`src/rtl/mand_pkg.sv`:
```
package mand_pkg;
   localparam int unsigned TAG_W    = 2;
   localparam int unsigned FIELD_W  = 8;
   localparam int unsigned WORD_MIN = 16;

   typedef enum logic [2:0] {
      ST_IDLE,
      ST_DEC,
      ST_ADR,
      ST_IND,
      ST_WB
   } mand_state_t;

   typedef struct packed {
      logic               is_long;
      logic [TAG_W-1:0]   tag;
      logic               indir;
      logic [FIELD_W-1:0] field;
   } mand_fmt_t;

   function automatic mand_fmt_t mand_split(input logic [WORD_MIN-1:0] w);
      mand_fmt_t f;
      f.is_long = w[10];
      f.tag     = w[9:8];
      f.indir   = w[10] & w[7];
      f.field   = w[7:0];
      return f;
   endfunction
endpackage

```
`src/rtl/mand_dext.sv`:
```
module mand_dext #(
   parameter int unsigned W        = 16,
   parameter int unsigned FW       = 8,
   parameter bit          SIGN_EXT = 1'b1
) (
   input  logic [FW-1:0] fld,
   output logic [W-1:0]  ext
);
   if (W <= FW) begin : g_bad_width
      $error("mand_dext: W must exceed FW");
   end

   if (SIGN_EXT) begin : g_sext
      assign ext = {{(W-FW){fld[FW-1]}}, fld};
   end else begin : g_zext
      assign ext = {{(W-FW){1'b0}}, fld};
   end
endmodule

```
`src/rtl/mand_xsel.sv`:
```
module mand_xsel #(
   parameter int unsigned W     = 16,
   parameter int unsigned TAG_W = 2
) (
   input  logic [((1<<TAG_W)-1)*W-1:0] xr_flat,
   input  logic [TAG_W-1:0]            tag,
   input  logic                        is_long,
   input  logic [W-1:0]                next_ia,
   output logic [W-1:0]                base
);
   localparam int unsigned NXR = (1 << TAG_W) - 1;

   logic [W-1:0] bases [0:NXR];

   assign bases[0] = is_long ? '0 : next_ia;

   for (genvar k = 1; k <= NXR; k++) begin : g_xr
      assign bases[k] = xr_flat[k*W-1 -: W];
   end

   assign base = bases[tag];
endmodule

```
`src/rtl/mand_agen.sv`:
```
module mand_agen #(
   parameter int unsigned W = 16
) (
   input  logic [W-1:0] base,
   input  logic [W-1:0] off,
   output logic [W-1:0] ea
);
   assign ea = base + off;
endmodule

```
`src/rtl/mand_seq.sv`:
```
module mand_seq
   import mand_pkg::*;
#(
   parameter int unsigned W = 16
) (
   input  logic         clk,
   input  logic         rst_n,
   input  logic         start,
   input  logic [W-1:0] iar,
   input  logic [W-1:0] rd_data,
   input  logic [W-1:0] ea,
   input  logic         long_now,
   input  logic         long_q,
   input  logic         ind_q,
   output mand_state_t  state_q,
   output logic [W-1:0] ia_inc1,
   output logic         rd_en,
   output logic [W-1:0] rd_addr,
   output logic [W-1:0] next_ia,
   output logic         fin
);
   mand_state_t  state_d;
   logic [W-1:0] ia_q;
   logic [W-1:0] ia_inc2;

   always_ff @(posedge clk or negedge rst_n) begin
      if (!rst_n) begin
         state_q <= ST_IDLE;
         ia_q    <= '0;
      end else begin
         state_q <= state_d;
         if (state_q == ST_IDLE && start) ia_q <= iar;
      end
   end

   always_comb begin
      state_d = state_q;
      rd_en   = 1'b0;
      rd_addr = '0;
      case (state_q)
         ST_IDLE: begin
            if (start) begin
               rd_en   = 1'b1;
               rd_addr = iar;
               state_d = ST_DEC;
            end
         end
         ST_DEC: begin
            rd_en = 1'b1;
            if (long_now) begin
               rd_addr = ia_inc1;
               state_d = ST_ADR;
            end else begin
               rd_addr = ea;
               state_d = ST_WB;
            end
         end
         ST_ADR: begin
            rd_en   = 1'b1;
            rd_addr = ea;
            state_d = ind_q ? ST_IND : ST_WB;
         end
         ST_IND: begin
            rd_en   = 1'b1;
            rd_addr = rd_data;
            state_d = ST_WB;
         end
         ST_WB:   state_d = ST_IDLE;
         default: state_d = ST_IDLE;
      endcase
   end

   assign ia_inc1 = ia_q + W'(1);
   assign ia_inc2 = ia_q + W'(2);
   assign next_ia = long_q ? ia_inc2 : ia_inc1;
   assign fin     = (state_q == ST_WB);
endmodule

```
`src/rtl/mem_and_exec.sv`:
```
module mem_and_exec
   import mand_pkg::*;
#(
   parameter int unsigned W         = 16,
   parameter bit          SIGN_DISP = 1'b1
) (
   input  logic         clk,
   input  logic         rst_n,
   input  logic         start,
   input  logic [W-1:0] iar,
   input  logic [W-1:0] xr1,
   input  logic [W-1:0] xr2,
   input  logic [W-1:0] xr3,
   input  logic [W-1:0] acc_in,
   input  logic [W-1:0] mem_rd_data,
   output logic         mem_rd_en,
   output logic [W-1:0] mem_rd_addr,
   output logic         acc_wr_en,
   output logic [W-1:0] acc_wr_data,
   output logic         iar_wr_en,
   output logic [W-1:0] iar_wr_data,
   output logic         done
);
   localparam int unsigned NXR = (1 << TAG_W) - 1;

   if (W != WORD_MIN) begin : g_bad_w
      $error("mem_and_exec: word width must be 16");
   end
   if (NXR != 3) begin : g_bad_nxr
      $error("mem_and_exec: three index registers expected");
   end

   mand_state_t  state_q;
   mand_fmt_t    fmt_q;
   mand_fmt_t    fmt_now;
   logic [W-1:0] disp_ext;
   logic [W-1:0] off;
   logic [W-1:0] base;
   logic [W-1:0] ea;
   logic [W-1:0] ia_inc1;
   logic         fin;

   assign fmt_now = (state_q == ST_DEC) ? mand_split(mem_rd_data[WORD_MIN-1:0]) : fmt_q;

   always_ff @(posedge clk or negedge rst_n) begin
      if (!rst_n)                  fmt_q <= '0;
      else if (state_q == ST_DEC)  fmt_q <= fmt_now;
   end

   mand_dext #(.W(W), .FW(FIELD_W), .SIGN_EXT(SIGN_DISP)) u_dext (
      .fld (fmt_now.field),
      .ext (disp_ext)
   );

   assign off = (state_q == ST_DEC) ? disp_ext : mem_rd_data;

   mand_xsel #(.W(W), .TAG_W(TAG_W)) u_xsel (
      .xr_flat (({xr3, xr2, xr1})),
      .tag     (fmt_now.tag),
      .is_long (fmt_now.is_long),
      .next_ia (ia_inc1),
      .base    (base)
   );

   mand_agen #(.W(W)) u_agen (
      .base (base),
      .off  (off),
      .ea   (ea)
   );

   mand_seq #(.W(W)) u_seq (
      .clk      (clk),
      .rst_n    (rst_n),
      .start    (start),
      .iar      (iar),
      .rd_data  (mem_rd_data),
      .ea       (ea),
      .long_now (fmt_now.is_long),
      .long_q   (fmt_q.is_long),
      .ind_q    (fmt_q.indir),
      .state_q  (state_q),
      .ia_inc1  (ia_inc1),
      .rd_en    (mem_rd_en),
      .rd_addr  (mem_rd_addr),
      .next_ia  (iar_wr_data),
      .fin      (fin)
   );

   assign acc_wr_data = acc_in & mem_rd_data;
   assign acc_wr_en   = fin;
   assign iar_wr_en   = fin;
   assign done        = fin;
endmodule

```
`config.mk`:
```
export PLATFORM = sky130hd
export DESIGN_NAME = mem_and_exec
export DESIGN_NICKNAME = d
export VERILOG_FILES = /design/src/rtl/mand_pkg.sv /design/src/rtl/mand_dext.sv /design/src/rtl/mand_xsel.sv /design/src/rtl/mand_agen.sv /design/src/rtl/mand_seq.sv /design/src/rtl/mem_and_exec.sv
export SDC_FILE = /design/constraint.sdc
export NUM_CORES = 1
export LEC_CHECK = 0
export ABC_CLOCK_PERIOD_IN_PS = 4600
export CELL_PAD_IN_SITES_DETAIL_PLACEMENT = 0
export CELL_PAD_IN_SITES_GLOBAL_PLACEMENT = 1
export CORE_UTILIZATION = 26
export CTS_BUF_LIST = sky130_fd_sc_hd__clkbuf_2 sky130_fd_sc_hd__clkbuf_4 sky130_fd_sc_hd__clkbuf_8
export CTS_CLUSTER_SIZE = 24
export DETAILED_ROUTE_END_ITERATION = 10
export GPL_TIMING_DRIVEN = 0
export PLACE_DENSITY_LB_ADDON = 0.1
export SLEW_MARGIN = 20
export SYNTH_ARGS = -nofsm -noshare
export SYNTH_HDL_FRONTEND = slang
export SYNTH_HIERARCHICAL = 1
export SYNTH_SLANG_ARGS = --single-unit
```
`constraint.sdc`:
```
create_clock -name clk -period 4.6 [get_ports clk]
set_clock_uncertainty 0.15 [all_clocks]
set_input_delay 0.92 -clock clk [delete_from_list [all_inputs] [get_ports clk]]
set_output_delay 0.92 -clock clk [all_outputs]
set_load 0.03 [all_outputs]
```
==> results.toml, run 1 <==
[status]
status = "finished, violations left"
violations = "setup timing"

[min_path]
hold_class = "input port to async pin"

[layout]
multi_input_area_sq_mm = 0.00330
final_util_pct = 43.3
drive_above_1_share_pct = 35.5
seqCellArea_sq_um = 778
syn_to_final_growth_pct = 61.7
n_antenna_cell = 0
nets = 759
fillers = 1548

[route]
wl_um = 16500
dr.first_iter.drc_count = 233
drc = 0
drt_pass1_iterations = 4
routedWlPerCell_um = 19.3
routed_via_density = 4.90
antenna_left = 0
dr_total_vias = 4183

[grt]
grt_pass1_vias = 4201
grt_pass1_wl_um = 24400
antenna_found_initial = 0
grt_util_all_layers_pct = 20.2
gr-total-overflow = 0
grt_start_max_net_pins = 25

[die]
fp.dieW_um = 128
die_area_sq_mm = 0.0163
num_rows = 45
ios = 151
core_area_sq_mm = 0.0153
die_h_um = 128
initial_utilization_pct = 26.8

[synthesis]
yosysSeqAreaShare_pct = 18.9
async_reset_ff_share_pct = 100
syn-cell-area_sq_mm = 0.00410
ys.flop_type = "dfrtp_1"
synth_cells = 455
synth_cell_types = 60
ys_ff_latch = 31
synth_edf_count = 0
syn_nets = 572
syn_avg_cell_area_sq_um = 9.01
yosysWarnings = 6

[worst_setup_path]
startpoint_type = "register"
worstPathMaxFanout = 4
crit_required_ns = 3.53
crit_type = "register to primary output"
r2r_setup_slack_ns = 2.51
endpoint_kind = "primary output"
worstPathArrival_ns = 4.23

[placed_design]
dp_hpwl_um = 12700
numPortBuffers = 150
gp_congestion = 0.831

[timing]
setup_viol_count_final = 11
drv_slew = 0
finalCritPeriodShare_pct = 115
relSlewSlack_pct = 65.4
fmax_ghz = 0.189
worst_pin_slew_ns = 0.517
worst_slack_ns = -0.697
hold_violations = 0
period_minus_slack_ns = 5.30
rsz0062_at_grt = "yes"

[clock_network]
cts_tree = "yes"
clock_sinks = 31
h-tree-depth = 2
clock_latency_ns = 0.30
root_buffer = "clkbuf_8"
clk_path_buf_depth = 2
cts_buffers = 5
clkTransAtPathRegs_ns = 0.08
ctsHoldBuffers = 0

[flow_run]
maxCapViolCount = 0
[repair_timing]
item                       in CTS  in global routing
setup endpoints to repair      16                 14
pin swaps                      28                 21
setup buffers                  29                  3
gates resized for setup       164                 30
[cells in the mapped netlist, drive strengths merged, types with 4 or more instances]
library cell	instances	area share, %
inv	7	0.64
nand4	6	1.6
mux2	53	15
xnor2	22	4.7
ha	17	5.2
buf	44	7.7
a222oi	5	1.2
nand2	35	3.2
a22o	9	1.9
a22oi	15	2.7
dfrtp	31	19
nor3	10	1.5
a221o	11	2.7
o21ai	11	1.3
o211ai	4	0.73
nor4	4	1.1
xor2	20	4.3
and2	16	2.4
clkbuf	6	0.58
nor2	17	1.6
or3b	17	3.7
a21oi	37	4.8
mux2i	17	4.2
nand3	9	1.2
nand2b	4	0.61
[layout make-up]
class | count | area share [%]
Inverter | 8 | 0.453
Timing Repair Buffer | 183 | 26.6
Clock inverter | 1 | 0.453
Sequential cell | 31 | 11.7
Clock buffer | 6 | 1.15
Tap cell | 211 | 3.98
Buffer | 47 | 5.83
Multi-Input combinational cell | 366 | 49.8
[cell usage in the layout (no fill, tap or decap), drive strengths merged, types with 10 or more instances in the layout]
| cell type | n |
|---|---|
| or3b | 17 |
| mux2 | 53 |
| nor2 | 17 |
| nor3 | 10 |
| xor2 | 20 |
| a21oi | 37 |
| and2 | 16 |
| xnor2 | 22 |
| clkbuf | 10 |
| dfrtp | 31 |
| nand2 | 35 |
| a221o | 11 |
| a22oi | 15 |
| mux2i | 17 |
| buf | 92 |
| ha | 17 |
| o21ai | 11 |
| clkdlybuf4s50 | 129 |
[worst max-delay path, cell delays in order, from the launching register on]
cell	delay, ns
dfrtp_1	0.41
nor3b_4	0.24
buf_6	0.15
mux2_4	0.34
buf_8	0.14
buf_12	0.13
mux2i_4	0.16
a22oi_2	0.08
ha_2	0.22
fa_2	0.41
a21o_4	0.23
a311oi_4	0.39
o21ai_2	0.11
a311oi_2	0.30
nor3_2	0.09
a221o_2	0.36
buf_6	0.14
[sequential cells by signal, summed over array words and instances (netlist names)]
signal / count
fmt_q: 12
u_seq/ia_q: 16
u_seq/state_q: 3
[metal layers]
metal  GRT usage (%)  share of wire, %
met1            27.0                46
met2            34.4                48
met3            2.43               4.9
met4            5.39               1.5
met5               0                 0
[final timing paths]
kind,startpoint,end,cells after the start
setup / recovery,u_seq/state_q[1],mem_rd_addr[10],16
hold / removal,rst_n,fmt_q[3],1
setup reg to reg,u_seq/state_q[1],u_seq/ia_q[8],4
hold reg to reg,fmt_q[1],fmt_q[1],1
max in group asynchronous,rst_n,u_seq/ia_q[2],2
min in group clk,fmt_q[1],fmt_q[1],1
[per-stage QoR]
stage / TNS, ns / area [sq um] / cells / worst slack, ns / hold WS, ns
after global routing: -7.14 / 6630 / 853 / -0.830 / 0.329
final: -5.57 / 6630 / 853 / -0.697 / 0.324
after global placement: -19.69 / 5880 / 816 / -1.70 / 0.335
after detailed placement: -19.65 / 5900 / 817 / -1.71 / 0.342
after floorplan: -0.327 / 4120 / 455 / -0.125 / 0.327
after CTS: -5.81 / 6480 / 851 / -0.758 / 0.324
[kinds of logic (layout without fill, tap and decap cells)]
logic type / count (synthesis) / in the layout / share of synthesized area [%]
simple gates: 128 / 128 / 19.2
compound gates: 107 / 107 / 19.0
mux: 71 / 71 / 19.3
buf+inv: 58 / 245 / 9.00
xor+xnor: 42 / 42 / 8.97
flops: 31 / 31 / 18.9
fa+ha+maj: 18 / 18 / 5.68
Power of run 1 is not shown: default switching activity piles up to over one toggle a cycle in this logic, so the estimate is an artifact.
==> run 2: changes to the inputs <==
--- a/config.mk
+++ b/config.mk
@@ -12,6 +12,7 @@
 export CTS_BUF_LIST = sky130_fd_sc_hd__clkbuf_2 sky130_fd_sc_hd__clkbuf_4 sky130_fd_sc_hd__clkbuf_8
 export CTS_CLUSTER_SIZE = 24
 export DETAILED_ROUTE_END_ITERATION = 10
+export GPL_ROUTABILITY_DRIVEN = 0
 export GPL_TIMING_DRIVEN = 0
 export PLACE_DENSITY_LB_ADDON = 0.1
 export SLEW_MARGIN = 20
==> constraint.sdc (replaced) <==
create_clock -name clk -period 4.6 [get_ports clk]
set_clock_uncertainty 0.15 [all_clocks]
set_input_delay 1.15 -clock clk [delete_from_list [all_inputs] [get_ports clk]]
set_output_delay 1.15 -clock clk [all_outputs]
set_load 0.03 [all_outputs]
==> run 2 against run 1 <==
The flow still finishes with violations (setup timing). Die area unchanged. Critical path depth shrank 1. Worst hold slack gained 0.031 ns. Critical path type is now input port to primary output. Final cell count grew 0.35%. First-iteration DRC count grew 5.2%. Non-clock buffer count is 2 higher. Via count decreased by 2.2%. Clock-buffer cell count increased by 1. Sequential share of layout area about the same.
==> results.toml, run 2 (same netlist as run 1, synthesis figures left out) <==
[status]
status = "finished, violations left"
violations = "setup timing"

[timing]
setup_viol_count_final = 13
worst_slack_ns = -0.957
period_minus_slack_ns = 5.56
finalCritPeriodShare_pct = 121
rsz0062_at_grt = "yes"
fmax_ghz = 0.180
hold_violations = 0
relSlewSlack_pct = 61.1
drv_slew = 0
worst_pin_slew_ns = 0.584

[layout]
fin_area_sq_mm = 0.00662
nets = 761
fin_cells = 856
syn_to_final_growth_pct = 61.4
reg.largest.list = "u_seq/ia_q (16), fmt_q (12), u_seq/state_q (3)"
largest_reg_flops = 16
n_antenna_cell = 0
drive_above_1_share_pct = 36.6
final_common_cell = "clkdlybuf4s50_1"
regMostFlops = "u_seq/ia_q"
mostFrequentLayoutCells = "clkdlybuf4s50_1 (123), buf_4 (55), mux2_2 (38)"

[die]
core_area_sq_mm = 0.0153
num_rows = 45
die_area_sq_mm = 0.0163
ios = 151
fp.dieW_um = 128
initial_utilization_pct = 26.8
die_h_um = 128

[grt]
gr-total-overflow = 0
grt_pass1_wl_um = 24300
antenna_found_initial = 1
grt_util_all_layers_pct = 19.9
grt_pass1_vias = 4218
grt_start_max_net_pins = 24

[placed_design]
place_ws_ns = -2.16
dp.cells = 817
numPortBuffers = 150
dp_hpwl_um = 12500
place_area_sq_mm = 0.00595

[clock_network]
clk_path_buf_depth = 2
cts_tree = "yes"
ctsHoldBuffers = 0
h-tree-depth = 2
cts_buffers = 5
root_buffer = "clkbuf_8"
clkTransAtPathRegs_ns = 0.07
clock_latency_ns = 0.29
clock_sinks = 31

[route]
antenna_left = 0
wl_um = 16100
dr_total_vias = 4092
routed_via_density = 4.78
drt_pass1_iterations = 4
drc = 0
routedWlPerCell_um = 18.8
dr.first_iter.drc_count = 245

[worst_setup_path]
worstPathMaxFanout = 4
crit_family = "compound AO/OA/AOI/OAI gates"
path_cells = "buf_8 -> mux2_4 -> buf_8 -> buf_12 -> mux2i_4 -> a22oi_2 -> ha_2 -> fa_2 -> a21o_4 -> a311oi_4 -> nor3_2 -> o41ai_4 -> xnor2_1 -> a221o_2 -> buf_6"
startpoint_type = "input port"
crit_required_ns = 3.30
crit_top_cell = "buf_8"
crit_path_max_incr_delay_ns = 0.37
worst-path-buf-inv = 4
endpoint_kind = "primary output"
cp_slowest_cell = "fa_2"
crit_type = "input port to primary output"
worstPathArrival_ns = 4.26

[flow_run]
maxCapViolCount = 0

[min_path]
hold_class = "register to register"
-- run 2: stage by stage --
stage | utilization, % | hold WS [ns] | TNS [ns]
6_report | 43.2 | 0.355 | -9.76
5_1_grt | 43.2 | 0.382 | -10.95
4_1_cts | 42.1 | 0.361 | -10.59
3_5_place_dp | 38.9 | 0.342 | -26.04
3_3_place_gp | 38.8 | 0.335 | -26.26
2_1_floorplan | - | 0.327 | -3.88
-- run 2: timing repair --
item	CTS	global route
setup buffers	27	7
endpoints found under the setup margin	16	16
hold endpoints to repair	0	0
pin swaps	32	26
gates resized for setup	154	41
-- run 2: cell type report --
cell class	count	area, sq um
plain buffers	48	380
clock inverters	1	5.00
repair buffers	184	1770
inverters	8	30.0
flip-flops and latches	31	777
well taps	211	264
multi-input cells	366	3300
fillers	1534	8700
clock buffers	7	83.8
-- run 2: per-layer routing --
metal | vias to the layer above | routed length (um) | global-route usage (%) | part of all wire (%)
met2 | 98 | 7710 | 33.8 | 48
met3 | 5 | 768 | 2.30 | 4.8
met5 | - | 0 | 0 | 0
met1 | 1941 | 7550 | 27.4 | 47
li1 | 2048 | - | - | -
met4 | 0 | 89 | 3.36 | 0.55
-- run 2: path summary, 6_finish.rpt --
kind / start / end / slack [ns] / depth (start not counted)
max reg2reg: u_seq/state_q[2] / u_seq/state_q[2] / 2.42 / 8
max: mem_rd_data[9] / mem_rd_addr[12] / -0.96 / 15
max in group asynchronous: rst_n / u_seq/ia_q[2] / 3.31 / 2
min in group asynchronous: rst_n / fmt_q[0] / 0.57 / 1
min: fmt_q[5] / fmt_q[5] / 0.35 / 1
min reg2reg: fmt_q[5] / fmt_q[5] / 0.35 / 1
Power of run 2 is left out for the same reason.
==> run 3: changes to the inputs <==
--- a/config.mk
+++ b/config.mk
@@ -5,10 +5,10 @@
 export SDC_FILE = /design/constraint.sdc
 export NUM_CORES = 1
 export LEC_CHECK = 0
-export ABC_CLOCK_PERIOD_IN_PS = 4600
+export ABC_CLOCK_PERIOD_IN_PS = 5600
 export CELL_PAD_IN_SITES_DETAIL_PLACEMENT = 0
 export CELL_PAD_IN_SITES_GLOBAL_PLACEMENT = 1
-export CORE_UTILIZATION = 26
+export CORE_UTILIZATION = 34
 export CTS_BUF_LIST = sky130_fd_sc_hd__clkbuf_2 sky130_fd_sc_hd__clkbuf_4 sky130_fd_sc_hd__clkbuf_8
 export CTS_CLUSTER_SIZE = 24
 export DETAILED_ROUTE_END_ITERATION = 10
==> constraint.sdc (replaced) <==
create_clock -name clk -period 5.6 [get_ports clk]
set_clock_uncertainty 0.15 [all_clocks]
set_input_delay 1.4 -clock clk [delete_from_list [all_inputs] [get_ports clk]]
set_output_delay 1.4 -clock clk [all_outputs]
set_load 0.03 [all_outputs]
==> run 3 against run 2 <==
Clock-buffer cell count is 1 lower. Core utilization is 14 points higher. First-iteration DRC count is 2.0% higher. Non-clock buffer count is 2 higher. Critical endpoint is now mem_rd_addr[10]. Critical path depth stayed put. The run ends with DRC, setup timing left.
==> results.toml, run 3 (same netlist as run 1, synthesis figures left out) <==
[status]
status = "finished, violations left"
violations = "DRC, setup timing"

[worst_setup_path]
worstRegToRegCells = 9
r2r-start = "u_seq/state_q[1]"
cp_slowest_cell = "a311oi_4"
crit_required_ns = 4.05
endpoint_kind = "primary output"
crit_top_cell = "buf_8"
worstPathMaxFanout = 4
r2r-end = "u_seq/state_q[2]"
crit_path_max_incr_delay_ns = 0.37
startpoint_type = "input port"
path_cells = "buf_8 -> mux2_4 -> buf_8 -> buf_12 -> mux2i_4 -> a22oi_2 -> ha_2 -> fa_2 -> a21o_4 -> a311oi_4 -> o21ai_2 -> a311oi_2 -> nor3_2 -> a221o_2 -> buf_6"
worstPathArrival_ns = 4.52
r2r_setup_slack_ns = 3.21
crit_type = "input port to primary output"

[layout]
regMostFlops = "u_seq/ia_q"
syn_to_final_growth_pct = 60.0
drive_above_1_share_pct = 35.5
fillers = 1059
mostFrequentLayoutCells = "clkdlybuf4s50_1 (123), buf_4 (54), mux2_2 (38)"
nets = 763
fin_cells = 790
final_common_cell = "clkdlybuf4s50_1"
n_antenna_cell = 0
reg.largest.list = "u_seq/ia_q (16), fmt_q (12), u_seq/state_q (3)"
largest_reg_flops = 16

[placed_design]
dp_hpwl_um = 11700
dp.cells = 749
numPortBuffers = 150

[die]
core_area_sq_mm = 0.0116
die_h_um = 112
die_area_sq_mm = 0.0125
initial_utilization_pct = 35.4
fp.dieW_um = 112
ios = 151
num_rows = 39

[timing]
finalCritPeriodShare_pct = 108
setup_viol_count_final = 11
period_minus_slack_ns = 6.07
hold_violations = 0
relSlewSlack_pct = 61.2
fmax_ghz = 0.165
drv_slew = 0
worst_pin_slew_ns = 0.582
worst_slack_ns = -0.472
rsz0062_at_grt = "yes"

[clock_network]
h-tree-depth = 2
cts_tree = "yes"
clk_path_buf_depth = 2
clkTransAtPathRegs_ns = 0.07
clock_sinks = 31
ctsHoldBuffers = 0
clock_latency_ns = 0.29
cts_buffers = 5
root_buffer = "clkbuf_8"

[min_path]
hold_class = "register to register"
min_to = "fmt_q[6]"
min_path_cells = 1
hold_start = "fmt_q[6]"

[route]
wl_um = 15700
drc = 8
drt_pass1_iterations = 9
antenna_left = 0
routedWlPerCell_um = 19.9
routed_via_density = 5.47
dr_total_vias = 4325
dr.first_iter.drc_count = 250

[grt]
grt_start_max_net_pins = 24
grt_util_all_layers_pct = 24.1
grt_pass1_wl_um = 23200
grt_pass1_vias = 4206
gr-total-overflow = 0
antenna_found_initial = 0

[flow_run]
maxCapViolCount = 0
==> run 3: cell type report <==
class | count | area (sq um) | area share, %
multi-input cells | 366 | 3310 | 50.4
repair buffers | 186 | 1780 | 27.1
flip-flops and latches | 31 | 776 | 11.8
plain buffers | 48 | 368 | 5.61
well taps | 143 | 179 | 2.73
clock buffers | 6 | 82.6 | 1.26
clock inverters | 2 | 35.0 | 0.534
inverters | 8 | 30.0 | 0.458
==> run 3: timing repair <==
item,4_1_cts,5_1_grt
endpoints found under the setup margin,16,14
pin swaps,18,32
resized for setup,117,78
gates cloned,0,1
buffers inserted,20,14
==> run 3: metal layers <==
| layer | vias to the layer above | wire length [um] | GRT usage, % |
|---|---|---|---|
| met3 | 20 | 981 | 2.99 |
| li1 | 2053 | - | - |
| met5 | - | 0 | 0 |
| met2 | 168 | 7550 | 39.9 |
| met4 | 0 | 252 | 6.22 |
| met1 | 2084 | 6920 | 33.1 |
==> run 3: worst max path at each step <==
stage / from / endpoint / cells after the start / slack (ns)
after floorplan: mem_rd_data[9] / mem_rd_addr[10] / 14 / -0.08
after global placement: mem_rd_data[10] / mem_rd_addr[10] / 13 / -1.58
final: mem_rd_data[9] / mem_rd_addr[10] / 15 / -0.47
after CTS: mem_rd_data[9] / mem_rd_addr[10] / 15 / -0.52
after global routing: mem_rd_data[9] / mem_rd_addr[10] / 15 / -0.53
after detailed placement: mem_rd_data[10] / mem_rd_addr[10] / 13 / -1.67
==> run 3: stage by stage <==
step	instance area, sq um	utilization [%]	hold slack (ns)	setup TNS (ns)	setup slack [ns]
3_3_place_gp	5800	50.1	0.334	-18.17	-1.58
6_report	6560	56.7	0.358	-3.01	-0.472
4_1_cts	6190	53.6	0.359	-4.11	-0.523
5_1_grt	6560	56.7	0.382	-3.91	-0.526
2_1_floorplan	4120	-	0.327	-0.207	-0.0847
3_5_place_dp	5810	50.2	0.342	-18.27	-1.67
==> run 3: worst max-delay path: cells and delay by family <==
family / cells / cell delay, ns
adder cells (fa/ha/maj): 2 / 0.57
AO/OA/AOI/OAI: 6 / 1.49
AND/OR/NAND/NOR: 1 / 0.08
buffers and inverters: 4 / 0.51
multiplexers: 2 / 0.45
Power of run 3 is left out for the same reason.
